<file path="src/rtl/wake_flag_pkg.sv">
package wake_flag_pkg;

  localparam int NUM_FLAGS = 11;

  // flag bit positions (read by software)
  localparam int FLAG_TMR  = 0;
  localparam int FLAG_PB   = 1;
  localparam int FLAG_RX   = 2;
  localparam int FLAG_GPE  = 3;
  localparam int FLAG_GPL  = 4;
  localparam int FLAG_OPT  = 5;
  localparam int FLAG_EXT  = 6;
  localparam int FLAG_SW   = 7;
  localparam int FLAG_ALT  = 8;
  localparam int FLAG_WD   = 9;
  localparam int FLAG_COLD = 10;

  // synchronised pin lanes
  localparam int NUM_PINS  = 9;
  localparam int PIN_PB    = 0;
  localparam int PIN_RX    = 1;
  localparam int PIN_GPE   = 2;
  localparam int PIN_GPL   = 3;
  localparam int PIN_OPTRX = 4;
  localparam int PIN_OPTSH = 5;
  localparam int PIN_EXT   = 6;
  localparam int PIN_ALT   = 7;
  localparam int PIN_DBG   = 8;

  typedef logic [NUM_FLAGS-1:0] flagVec_t;

  typedef struct packed {
    flagVec_t setVec;
    flagVec_t clrVec;
    logic     wakeFall;
  } flagStrobe_t;

  function automatic flagVec_t bitOf(int idx);
    return flagVec_t'(1) << idx;
  endfunction

  localparam flagVec_t FLAG_RESET_VALUE = flagVec_t'(1) << FLAG_COLD;

  // flags cleared by a bad-supply event
  localparam flagVec_t BAD_SUPPLY_CLEARS =
      (flagVec_t'(1) << FLAG_EXT) | (flagVec_t'(1) << FLAG_SW) |
      (flagVec_t'(1) << FLAG_WD)  | (flagVec_t'(1) << FLAG_COLD);

  // which flag-set events clear flag idx
  function automatic flagVec_t crossClearSources(int idx);
    flagVec_t m;
    m = '0;
    case (idx)
      FLAG_EXT:  m = bitOf(FLAG_COLD) | bitOf(FLAG_SW)  | bitOf(FLAG_WD);
      FLAG_SW:   m = bitOf(FLAG_COLD) | bitOf(FLAG_WD)  | bitOf(FLAG_EXT);
      FLAG_WD:   m = bitOf(FLAG_COLD) | bitOf(FLAG_SW)  | bitOf(FLAG_EXT);
      FLAG_COLD: m = bitOf(FLAG_SW)   | bitOf(FLAG_WD)  | bitOf(FLAG_EXT);
      FLAG_ALT:  m = bitOf(FLAG_COLD) | bitOf(FLAG_EXT) | bitOf(FLAG_WD) | bitOf(FLAG_SW);
      default:   m = '0;
    endcase
    return m;
  endfunction

endpackage

</file>
<file path="src/rtl/wake_pin_sync.sv">
module wake_pin_sync #(
  parameter int WIDTH  = 9,
  parameter int STAGES = 2
) (
  input  logic             clk,
  input  logic             rstN,
  input  logic [WIDTH-1:0] pinAsync,
  output logic [WIDTH-1:0] pinSync
);

  localparam int LAST = STAGES - 1;

  for (genvar p = 0; p < WIDTH; p++) begin : gLane
    logic [STAGES-1:0] chain;
    always_ff @(posedge clk or negedge rstN) begin
      if (!rstN) chain <= '0;
      else       chain <= {chain[STAGES-2:0], pinAsync[p]};
    end
    assign pinSync[p] = chain[LAST];
  end

endmodule

</file>
<file path="src/rtl/wake_event_ctrl.sv">
module wake_event_ctrl
  import wake_flag_pkg::*;
(
  input  logic                clk,
  input  logic                rstN,
  input  logic [NUM_PINS-1:0] pinSync,
  input  logic                wakeLevel,
  input  logic                timerExpire,
  input  logic                optLevelSel,
  input  logic                swRstBit,
  input  logic                watchdogRst,
  input  logic                coldStartEvt,
  input  logic                badSupplyEvt,
  output flagStrobe_t         strb
);

  logic [NUM_PINS-1:0] pinPrev;
  logic [NUM_PINS-1:0] pinRise;
  logic [NUM_PINS-1:0] pinToggle;
  logic                wakePrev;
  logic                wakeFall;
  flagVec_t            setVec;
  flagVec_t            clrVec;

  always_ff @(posedge clk or negedge rstN) begin
    if (!rstN) begin
      pinPrev  <= '0;
      wakePrev <= 1'b0;
    end else begin
      pinPrev  <= pinSync;
      wakePrev <= wakeLevel;
    end
  end

  assign pinRise   = pinSync & ~pinPrev;
  assign pinToggle = pinSync ^ pinPrev;
  assign wakeFall  = wakePrev & ~wakeLevel;

  always_comb begin
    setVec            = '0;
    setVec[FLAG_TMR]  = timerExpire;
    setVec[FLAG_PB]   = pinSync[PIN_PB];
    setVec[FLAG_RX]   = pinToggle[PIN_RX];
    setVec[FLAG_GPE]  = pinRise[PIN_GPE];
    setVec[FLAG_GPL]  = pinSync[PIN_GPL];
    setVec[FLAG_OPT]  = optLevelSel ? pinSync[PIN_OPTSH] : pinToggle[PIN_OPTRX];
    setVec[FLAG_EXT]  = pinSync[PIN_EXT];
    setVec[FLAG_SW]   = swRstBit;
    setVec[FLAG_ALT]  = pinSync[PIN_ALT] & pinSync[PIN_DBG];
    setVec[FLAG_WD]   = watchdogRst;
    setVec[FLAG_COLD] = coldStartEvt;
  end

  for (genvar f = 0; f < NUM_FLAGS; f++) begin : gClr
    localparam flagVec_t SRC = crossClearSources(f);
    localparam logic BADHIT = BAD_SUPPLY_CLEARS[f];
    assign clrVec[f] = wakeFall | (|(setVec & SRC)) | (BADHIT & badSupplyEvt);
  end

  always_comb begin
    strb.setVec   = setVec;
    strb.clrVec   = clrVec;
    strb.wakeFall = wakeFall;
  end

  // alternate reset only counts while debug enable is seen high
  assert_alt_needs_debug_R7: assert property (@(posedge clk) disable iff (!rstN)
    strb.setVec[FLAG_ALT] |-> pinSync[PIN_DBG]);

  // a cold-start set must raise the watchdog clear unless watchdog sets too
  assert_cold_clears_wd_R9: assert property (@(posedge clk) disable iff (!rstN)
    (strb.setVec[FLAG_COLD] && !strb.setVec[FLAG_WD]) |-> strb.clrVec[FLAG_WD]);

endmodule

</file>
<file path="src/rtl/wake_flag_datapath.sv">
module wake_flag_datapath
  import wake_flag_pkg::*;
(
  input  logic        clk,
  input  logic        rstN,
  input  flagStrobe_t strb,
  output flagVec_t    flags
);

  always_ff @(posedge clk or negedge rstN) begin
    if (!rstN) flags <= FLAG_RESET_VALUE;
    else       flags <= strb.setVec | (flags & ~strb.clrVec);
  end

  // a wake fall with no competing set empties the vector
  assert_wake_fall_clears_R3: assert property (@(posedge clk) disable iff (!rstN)
    (strb.wakeFall && strb.setVec == '0) |=> (flags == '0));

  // every requested set is visible on the next cycle
  assert_set_wins_R11: assert property (@(posedge clk) disable iff (!rstN)
    (strb.setVec != '0) |=> ((flags & $past(strb.setVec)) == $past(strb.setVec)));

  // quiet cycles hold the flags
  assert_sticky_R12: assert property (@(posedge clk) disable iff (!rstN)
    (strb.setVec == '0 && strb.clrVec == '0) |=> $stable(flags));

  // software reset knocks out the external reset flag
  assert_ext_cleared_R8: assert property (@(posedge clk) disable iff (!rstN)
    (strb.setVec[FLAG_SW] && !strb.setVec[FLAG_EXT]) |=> !flags[FLAG_EXT]);

  // software reset knocks out the alternate reset flag
  assert_alt_cleared_R10: assert property (@(posedge clk) disable iff (!rstN)
    (strb.setVec[FLAG_SW] && !strb.setVec[FLAG_ALT]) |=> !flags[FLAG_ALT]);

endmodule

</file>
<file path="src/rtl/wake_flag_reg.sv">
module wake_flag_reg
  import wake_flag_pkg::*;
#(
  parameter int SYNC_STAGES = 2
) (
  input  logic                 clk,
  input  logic                 rstN,
  input  logic                 wakeLevel,
  input  logic                 timerExpire,
  input  logic                 pushBtnPin,
  input  logic                 serRxPin,
  input  logic                 gpioEdgePin,
  input  logic                 gpioLevelPin,
  input  logic                 optRxPin,
  input  logic                 optSharedPin,
  input  logic                 optLevelSel,
  input  logic                 extRstPin,
  input  logic                 swRstBit,
  input  logic                 altRstPin,
  input  logic                 debugEnPin,
  input  logic                 watchdogRst,
  input  logic                 coldStartEvt,
  input  logic                 badSupplyEvt,
  output logic [NUM_FLAGS-1:0] wakeFlags
);

  logic [NUM_PINS-1:0] pinAsync;
  logic [NUM_PINS-1:0] pinSync;
  flagStrobe_t         strb;

  always_comb begin
    pinAsync            = '0;
    pinAsync[PIN_PB]    = pushBtnPin;
    pinAsync[PIN_RX]    = serRxPin;
    pinAsync[PIN_GPE]   = gpioEdgePin;
    pinAsync[PIN_GPL]   = gpioLevelPin;
    pinAsync[PIN_OPTRX] = optRxPin;
    pinAsync[PIN_OPTSH] = optSharedPin;
    pinAsync[PIN_EXT]   = extRstPin;
    pinAsync[PIN_ALT]   = altRstPin;
    pinAsync[PIN_DBG]   = debugEnPin;
  end

  wake_pin_sync #(.WIDTH(NUM_PINS), .STAGES(SYNC_STAGES)) uSync (
    .clk      (clk),
    .rstN     (rstN),
    .pinAsync (pinAsync),
    .pinSync  (pinSync)
  );

  wake_event_ctrl uCtrl (
    .clk          (clk),
    .rstN         (rstN),
    .pinSync      (pinSync),
    .wakeLevel    (wakeLevel),
    .timerExpire  (timerExpire),
    .optLevelSel  (optLevelSel),
    .swRstBit     (swRstBit),
    .watchdogRst  (watchdogRst),
    .coldStartEvt (coldStartEvt),
    .badSupplyEvt (badSupplyEvt),
    .strb         (strb)
  );

  wake_flag_datapath uData (
    .clk   (clk),
    .rstN  (rstN),
    .strb  (strb),
    .flags (wakeFlags)
  );

endmodule

</file>
<file path="config.mk">
export PLATFORM = sky130hd
export DESIGN_NAME = wake_flag_reg
export DESIGN_NICKNAME = d
export VERILOG_FILES = /design/src/rtl/wake_flag_pkg.sv /design/src/rtl/wake_pin_sync.sv /design/src/rtl/wake_event_ctrl.sv /design/src/rtl/wake_flag_datapath.sv /design/src/rtl/wake_flag_reg.sv
export SDC_FILE = /design/constraint.sdc
export NUM_CORES = 1
export LEC_CHECK = 0
export BUFFER_PORTS_ARGS = -buffer_cell sky130_fd_sc_hd__buf_2
export CORE_MARGIN = 5
export CORE_UTILIZATION = 40
export CTS_CLUSTER_SIZE = 40
export DETAILED_ROUTE_END_ITERATION = 16
export GPL_TIMING_DRIVEN = 0
export PLACE_DENSITY = 0.6
export SYNTH_ARGS = -nofsm -noshare
export SYNTH_HDL_FRONTEND = slang
export SYNTH_SLANG_ARGS = --single-unit
</file>
<file path="constraint.sdc">
create_clock -name clk -period 2.62 [get_ports clk]
set_input_delay 0.131 -clock clk [delete_from_list [all_inputs] [get_ports clk]]
set_output_delay 0.131 -clock clk [all_outputs]
set_load 0.01 [all_outputs]
</file>
Word-level counts from Yosys, hierarchy flattened --
Cells that the tools add are included.
Storage, ports and cells: logic and storage cells 36, register bits after elaboration 35, output and inout bits 11
Operators by class: reductions and logical operators 5, bitwise gates (word level) 18, muxes and demuxes 1
Operators with widths (number):
- $reduce_or 3->1 | 4
- $and 11x11->11 | 1
- $not 11->11 | 1
- $or 11x11->11 | 1
- $or 1x1->1 | 9
- $xor 5x5->5 | 1
- $reduce_or 4->1 | 1
- $and 3x3->3 | 1
- $not 3->3 | 1
- $and 1x1->1 | 2
- $mux 1 | 1
- $not 1->1 | 1

Logic depth before layout (Yosys ltp) --
Gate-level depths: netlist (run 1).
depth after elaboration 7, gate-level depth with buffers 3, depth with buffers taken out 2

Cells and area by module --
Synthesis (run 1) repeated with hierarchy kept, for this count alone.
Second synthesis, totals: cell total of the unflattened synthesis 92, area total of the unflattened synthesis 1224.9 µm²
Modules (own cells, without submodules):
- wake_pin_sync | seq. area each 450.4 µm², cells each 27, instances 1, area an instance 518.0 µm²
- wake_flag_datapath | seq. area each 276.5 µm², cells each 33, instances 1, area an instance 400.4 µm²
- wake_event_ctrl | seq. area each 100.1 µm², cells each 32, instances 1, area an instance 306.5 µm²

Worst setup path before layout (run 1) --
No wires, ideal clock.
path type register to register, from register uData.flags[8], to register uData.flags[8], period minus slack after synthesis 0.906 ns, slack 1.714 ns, data required time 2.498 ns, cell stages (with the launch flop) 3, buffers on the path 0, library setup time 0.122 ns, data arrival time 0.785 ns, cells stage by stage dfrtp_1 -> nor4b_2 -> a32o_1
On the way: cells in the longest elaborated chain, start to end 2
Ends and longest elaborated chain:
- from (decl) | RTL line wake_flag_datapath.sv:7 | output flagVec_t flags
- from (signal assigned) | RTL line wake_flag_datapath.sv:12 | else flags <= strb.setVec | (flags & ~strb.clrVec);
- $and 11x11->11 | RTL line wake_flag_datapath.sv:12
- $or 11x11->11 | RTL line wake_flag_datapath.sv:12
Every way passes these cells.

Worst setup path in the final report (run 1) --
from register uData.flags[10], to output wakeFlags[10]
RTL lines:
- to (decl) | RTL line wake_flag_reg.sv:24 | output logic [NUM_FLAGS-1:0] wakeFlags
No word-level cell between the ends.

==> results of run 1 <==
cell usage in the layout (no fill, tap or decap), types with 2 or more instances in the layout:
| cell type | instances |
|---|---|
| buf_2 | 28 |
| a41o_1 | 4 |
| inv_1 | 3 |
| nor2b_1 | 3 |
| dlygate4sd3_1 | 13 |
| clkbuf_4 | 5 |
| a21o_1 | 4 |
| xor2_1 | 2 |
| dfrtp_1 | 32 |
| nor2_1 | 2 |
stage by stage:
stage	hold slack, ns	utilization	power, mW	worst slack (ns)
2_1_floorplan	-0.165	-	0.589	1.71
3_3_place_gp	0.205	0.486	0.628	1.71
3_5_place_dp	0.219	0.486	0.632	1.68
4_1_cts	0.0238	0.573	1.03	1.47
5_1_grt	0.0119	0.573	1.06	1.45
6_report	0.0437	0.573	1.01	1.50
final timing paths:
path | startpoint | end | slack (ns) | depth (start not counted)
max | uData.flags[10] | wakeFlags[10] | 1.50 | 1
min reg2reg | uSync.gLane[7].chain[0] | uSync.gLane[7].chain[1] | 0.36 | 0
max in group asynchronous | rstN | uData.flags[7] | 1.80 | 2
min in group asynchronous | rstN | uCtrl.pinPrev[1] | 0.38 | 2
min | watchdogRst | uData.flags[9] | 0.04 | 2
max reg2reg | uSync.gLane[4].chain[1] | uData.flags[5] | 1.68 | 2
cell type report:
cell class                      count  area share
Multi-Input combinational cell     21       0.125
Timing Repair Buffer               41       0.190
Tap cell                           30      0.0265
Buffer                              1     0.00794
Inverter                            3     0.00794
Sequential cell                    33       0.583
Clock buffer                        5      0.0265
Clock inverter                      3      0.0326
flip-flops by register name, summed over array words and instances, names as in the netlist:
signal / cells
uCtrl.pinPrev: 3
uSync.gLane.chain: 18
uData.flags: 11
uCtrl.wakePrev: 1
where the power goes:
part           leakage (nW)  total, mW  internal, mW  switching (mW)
logic                 0.266     0.0823        0.0450          0.0373
clock network        0.0414      0.375         0.202           0.173
registers             0.376      0.552         0.539          0.0129
cell families (layout without fill, tap and decap cells):
kind of cell	Yosys count	after routing
AO/OA/AOI/OAI	11	11
XOR/XNOR	2	2
buffers and inverters	4	53
flip-flops	33	33
AND/OR/NAND/NOR	8	8
layer usage:
layer  vias to the layer above  wire length (microns)  share of wire
met2                        23                    890           0.52
met3                         6                    146          0.086
li1                        295                      -              -
met1                       302                    631           0.37
met5                         -                      0              0
met4                         0                     36          0.021
==> results by group, run 1 <==
Die
  • Die area: around 3700 sq um
  • Die width: around 61 microns
  • I/O pin count: 29
  • Core Area: 2480 sq um
  • Initial core utilization: 0.415
  • Floorplan row count: 18
  • Die Y-Extent: slightly above 60 microns

Final layout
  • FF+latch area: 827 sq um
  • Multi-input gate area: 178 sq um
  • Post-Layout Cell Count: around 140
  • Filler cell count: 216
  • Fraction of layout cells with a size suffix above 1: 0.374
  • Area Overhead vs Synth: 38.1%
  • # nets final: 124
  • Design Area, Final: 1420 sq um
  • Antenna cells: 0

Worst setup path
  • Buffers & Inverters on Critical Path: 1
  • Critical path capture point type: output pin
  • Arr. time, crit path: 0.99 ns
  • Crit Path Class: reg2out
  • Delay of the slowest critical-path stage: 0.54 ns
  • Crit start category: flop
  • CP cell instances: buf_2
  • Family with the most delay on the worst path: flip-flops
  • Critical path's slowest cell: dfstp_2
  • Worst path required time: 2.49 ns
  • Worst-path fanout max: 2

STA
  • Final min period: 1.12 ns
  • Setup TNS: 0 ns
  • Fmax: 893 MHz
  • Tcrit/Tclk final: 0.427
  • Worst Tran Pin Value: 0.688 ns
  • RSZ-0062 raised after global routing: false
  • Final Hold Viols: 0
  • Rel. slew slack: 0.541
  • Final setup viols: 0
  • Worst Skew: 0.00843 ns
  • Final Max Tran Viols: 0

Power and ir drop
  • Worst VDD drop: 0.574 mV
  • Leak pwr: 0.684 nW
  • Pwr Density: 711 nW/um^2

Synth
  • Unique cell type count in the Yosys netlist: 15
  • Synth warn: 0
  • Share of the synthesized area in the top cell type: 0.780
  • Simple-gate share of the synthesized area: 0.0597
  • Register area share after synthesis: 0.805
  • Avg Cell Area, Syn: 17.7 sq um
  • Top_reg_cell synth: dfrtp_1
  • Post-Syn Area: a little over 1000 sq um
  • Register bit count reported by yosys: 33
  • Largest family of logic cells by synthesized area: compound AO/OA/AOI/OAI gates
  • Asr flop ratio synth: 1.00
  • Number of flops mapped to enable cells by yosys: 0
  • Post-synthesis mux area share: 0
  • Synth area leaders: dfrtp_1 78%, a41o_1 3.9%, a21o_1 2.9%
  • Synth Instances: 58
  • Post-synth top cells: 32 x dfrtp_1, 4 x a21o_1, 4 x a41o_1
  • Total nets after synthesis: 76
  • Synth Area in Adders: 0
  • Xor/xnor share of the synthesized area: 0.0171
  • Area fraction in compound gates after synthesis: 0.0962
  • Top-count cell post-synth: dfrtp_1
  • Largest area contributor in the netlist: dfrtp_1

Placed design
  • Post-placement cell count: 116
  • Post-DP HPWL: 1.16 mm
  • I/O Buffers: 28
  • Placer congestion estimate: around 0.73
  • Placed Area: 1200 sq um

Routing
  • Post-route DRC: 0
  • DR iter-0 viols: 26
  • Via/cell ratio: 4.57
  • Via count: 626
  • Pre-Repair DR Iteration Count: 4
  • Drt total wl: 1.71 mm
  • Post-DRT Antenna Nets: 0
  • Wirelength per Cell: between 10 and 15 microns

Clock tree
  • Post_cts resized: 0
  • TritonCTS Buffers: 5
  • Clock insertion delay at the later pin of the skew report: 0.33 ns
  • TritonCTS clock tree: built
  • Number of H-tree levels: 2
  • Hold_buf cts: 13
  • Root buffer cell: clkbuf_4
  • CTS max path bufs: 2
  • Post-CTS Setup Bufs: 0
  • Clk sinks: 33
  • Clock-pin slew of the registers on the worst-case setup and hold paths: 0.10 ns

Global route
  • Grt ovf: 0
  • Antenna violations before repair: 0
  • Busiest grt layer: met2
  • GR Util All Layers: 0.114
  • Vias in the first global route: 631
  • Largest net degree at the start of global routing: 34
  • Global-route track usage on met1: 0.106
  • GRT met3 Usage: 0.0638
  • Met2 global-route usage: 0.192
  • First-pass GRT wire length: 2.81 mm

Flow run
  • Max-capacitance violation count: 0

Min path
  • Hold Crit Class: in2reg

Outcome
  • Status: finished, final reports clean
(Power assumes the default switching activity.)
==> run 2, diff against run 1 <==
--- a/config.mk
+++ b/config.mk
@@ -11,7 +11,7 @@
 export CTS_CLUSTER_SIZE = 40
 export DETAILED_ROUTE_END_ITERATION = 16
 export GPL_TIMING_DRIVEN = 0
-export PLACE_DENSITY = 0.6
+export PLACE_DENSITY = 0.62
 export SYNTH_ARGS = -nofsm -noshare
 export SYNTH_HDL_FRONTEND = slang
 export SYNTH_SLANG_ARGS = --single-unit
==> constraint.sdc (replaced) <==
create_clock -name clk -period 0.9 [get_ports clk]
set_input_delay 0.045 -clock clk [delete_from_list [all_inputs] [get_ports clk]]
set_output_delay 0.045 -clock clk [all_outputs]
set_load 0.01 [all_outputs]
==> run 2 against run 1 <==
  * Sequential power rose to 2.9 times the previous value
  * Highest routed layer unchanged
  * Setup slack got worse by 1.6 ns
  * Critical path type unchanged
  * Worst hold slack got worse by 0.0081 ns
  * Non-clock buffer count rose by 8
  * First-iteration DRC count fell by 54%
  * The run now ends with setup timing left
  * Cell area rose by 4.3%
  * Routed wire length rose by 3.6%
  * Combinational power rose to 3.5 times the previous value
  * Final cell count rose by 5.1%
==> results by group, run 2 (synthesis results as in run 1) <==
Outcome
  • Status: complete, but fails checks
  • Violated checks: setup timing

Final layout
  • Antenna cells: 0 (unchanged)
  • Area Overhead vs Synth: 44.1%
  • Top flop regs: uSync.gLane.chain (18), uData.flags (11), uCtrl.pinPrev (3)
  • Multi-input gate area: 178 sq um (unchanged)
  • Filler cell count: 212 (-1.9%)
  • Final core utilization: 0.597 (+0.0247)
  • Most flops, register: uSync.gLane.chain
  • Most common cell after layout, fill and taps aside: dfrtp_1
  • Fraction of layout cells with a size suffix above 1: 0.386 (+0.0121)
  • FF+latch area: 827 sq um (unchanged)
  • Commonest cells after routing, fill and taps aside: 32 x dfrtp_1, 24 x buf_2, 15 x dlygate4sd3_1
  • Max reg flops: 18 (unchanged)
  • # nets final: 132 (+6.5%)

Worst setup path
  • Instance count on the critical path: 1 (unchanged)
  • Crit start category: flop
  • R2r startpoint: uCtrl.pinPrev[4]
  • Critical path capture point type: output pin
  • Reg2reg end: uData.flags[5]
  • Buffers & Inverters on Critical Path: 1 (unchanged)
  • CP cell instances: buf_6
  • Family with the most delay on the worst path: flip-flops
  • Arr. time, crit path: 0.97 ns (-0.02 ns)
  • Worst path required time: 0.85 ns (-1.64 ns)
  • Delay of the slowest critical-path stage: 0.55 ns (about the same)
  • R2r setup slk: -0.04 ns (-1.72 ns)
  • Worst-path fanout max: 2 (unchanged)
  • Critical path's slowest cell: dfstp_2
  • Crit Path Class: reg2out
  • R2R depth: 2 (unchanged)

Placed design
  • Pre-CTS WS: -0.0320 ns (-1.72 ns)
  • I/O Buffers: 28 (unchanged)
  • Post-DP HPWL: 1.06 mm (-8.4%)
  • Placer congestion estimate: 0.712 (-2.5%)

Clock tree
  • Clock-pin slew of the registers on the worst-case setup and hold paths: 0.09 ns (about the same)
  • TritonCTS Buffers: 5 (unchanged)
  • Number of H-tree levels: 2 (unchanged)
  • TritonCTS clock tree: built
  • Root buffer cell: clkbuf_4
  • Clk sinks: 33 (unchanged)
  • CTS max path bufs: 2 (unchanged)
  • Clock insertion delay at the later pin of the skew report: 0.32 ns (about the same)

Power and ir drop
  • Logic pwr share: 0.108 (+0.026)
  • Net Switching: 0.586 mW (+160%)
  • Leak pwr: 0.719 nW (+5.1%)
  • Sw Ratio: 0.217 (-0.00386)
  • Pwr Density: 1820 nW/um^2 (+160%)
  • Pint: 2.11 mW (+170%)
  • Reg power frac: 0.596 (+0.049)
  • Worst VDD drop: 1.22 mV (+110%)
  • Clock power share: 0.297 (-0.075)

Routing
  • DR iter-0 viols: 12 (-54%)
  • Pre-Repair DR Iteration Count: 2 (-2)
  • Drt total wl: 1.77 mm (+3.6%)
  • Wirelength per Cell: 12.3 microns (-1.5%)
  • Via/cell ratio: 4.44 (-2.7%)
  • Via count: 640 (+2.2%)
  • Post-DRT Antenna Nets: 0 (unchanged)
  • Post-route DRC: 0 (unchanged)

STA
  • Rel. slew slack: 0.715 (+0.174)
  • Worst Tran Pin Value: 0.427 ns (-0.261 ns)
  • WHS: 0.0356 ns (-0.00810 ns)
  • Final setup viols: 3 (+3)
  • RSZ-0062 raised after global routing: true
  • Final min period: 1.01 ns
  • Tcrit/Tclk final: 1.13
  • Final Max Tran Viols: 0 (unchanged)
  • PnR worst setup slack: -0.115 ns (-1.61 ns)
  • Setup TNS: -0.173 ns (-0.173 ns)
  • Fmax: 986 MHz
  • Worst Skew: 0.00697 ns (-0.00146 ns)
  • Final Hold Viols: 0 (unchanged)

Global route
  • Largest net degree at the start of global routing: 34 (unchanged)
  • Busiest grt layer: met2
  • Met2 global-route usage: 0.192 (unchanged)
  • GR Util All Layers: 0.115 (+0.000293)
  • Grt ovf: 0 (unchanged)
  • Antenna violations before repair: 0 (unchanged)
  • Global-route track usage on met1: 0.127 (+0.0217)
  • GRT met3 Usage: 0.0383 (-0.0255)
  • First-pass GRT wire length: 2.98 mm (+6.1%)
  • Vias in the first global route: 712 (+13%)

Die
  • Initial core utilization: 0.415 (unchanged)
  • Core Area: 2480 sq um (unchanged)
  • Floorplan row count: 18 (unchanged)
  • Die Y-Extent: 60.7 microns (unchanged)
  • Die area: 3680 sq um (unchanged)
  • Die width: 60.7 microns (unchanged)
  • I/O pin count: 29 (unchanged)

Min path
  • Hold Crit Class: in2reg
  • Worst hold stages: 3 (+1)
  • Hold Path Origin: optLevelSel
  • Hold Path Sink: uData.flags[5]

Flow run
  • Max-capacitance violation count: 0 (unchanged)
## run 2: cell types whose count changed in the layout (fill, tap and decap cells not counted)
| cell | change |
|---|---|
| clkbuf_4 | +1 |
| buf_6 | +4 |
| clkbuf_1 | +1 |
| bufinv_16 | -1 |
| clkinv_4 | -1 |
| buf_4 | +5 |
| dlygate4sd3_1 | +2 |
| buf_2 | -4 |
| clkinvlp_4 | -1 |
| clkbuf_8 | +1 |
## run 2: worst max-delay path by stage
stage / slack [ns] / start / to
after floorplan: 0.00006 / uCtrl.pinPrev[4] / uData.flags[5]
after global placement: -0.01 / uCtrl.wakePrev / uData.flags[8]
after detailed placement: -0.03 / uSync.gLane[4].chain[1] / uData.flags[5]
after CTS: -0.14 / uData.flags[10] / wakeFlags[10]
after global routing: -0.15 / uData.flags[10] / wakeFlags[10]
final: -0.11 / uData.flags[10] / wakeFlags[10]
## run 2: repair_timing
item,in CTS,in global routing
endpoints found under the setup margin,13,50
endpoints found under the hold margin,46,0
hold buffers,15,0
buffers inserted,3,2
pin swaps,1,2
gates cloned,1,0
gates resized for setup,1,5
## run 2: through the flow
stage               total power, mW  std cells  area (sq um)
floorplan                      1.71         58          1030
global placement               1.83        116          1200
detailed placement             1.84        116          1200
CTS                            2.72        142          1440
global route                   2.83        144          1480
finish                         2.70        144          1480
## run 2: final cells by class
class,instances,share of cell area
buffer,1,0.00761
clock buffer,7,0.0372
inverter,3,0.00761
multi-input combinational,21,0.120
sequential,33,0.559
tap,30,0.0254
timing repair buffer,49,0.243
## run 2: power by group through the flow
stage	logic [mW]	registers, mW	clock network [mW]
2_1_floorplan	0.0649	1.65	0
3_5_place_dp	0.202	1.64	0
6_report	0.290	1.61	0.800
4_1_cts	0.272	1.61	0.845
5_1_grt	0.323	1.62	0.896
3_3_place_gp	0.197	1.63	0
## run 2: per-layer routing
metal | wire length (microns) | vias up
met2 | 901 | 18
met1 | 706 | 309
li1 | - | 308
met3 | 119 | 5
met5 | 0 | -
met4 | 38 | 0
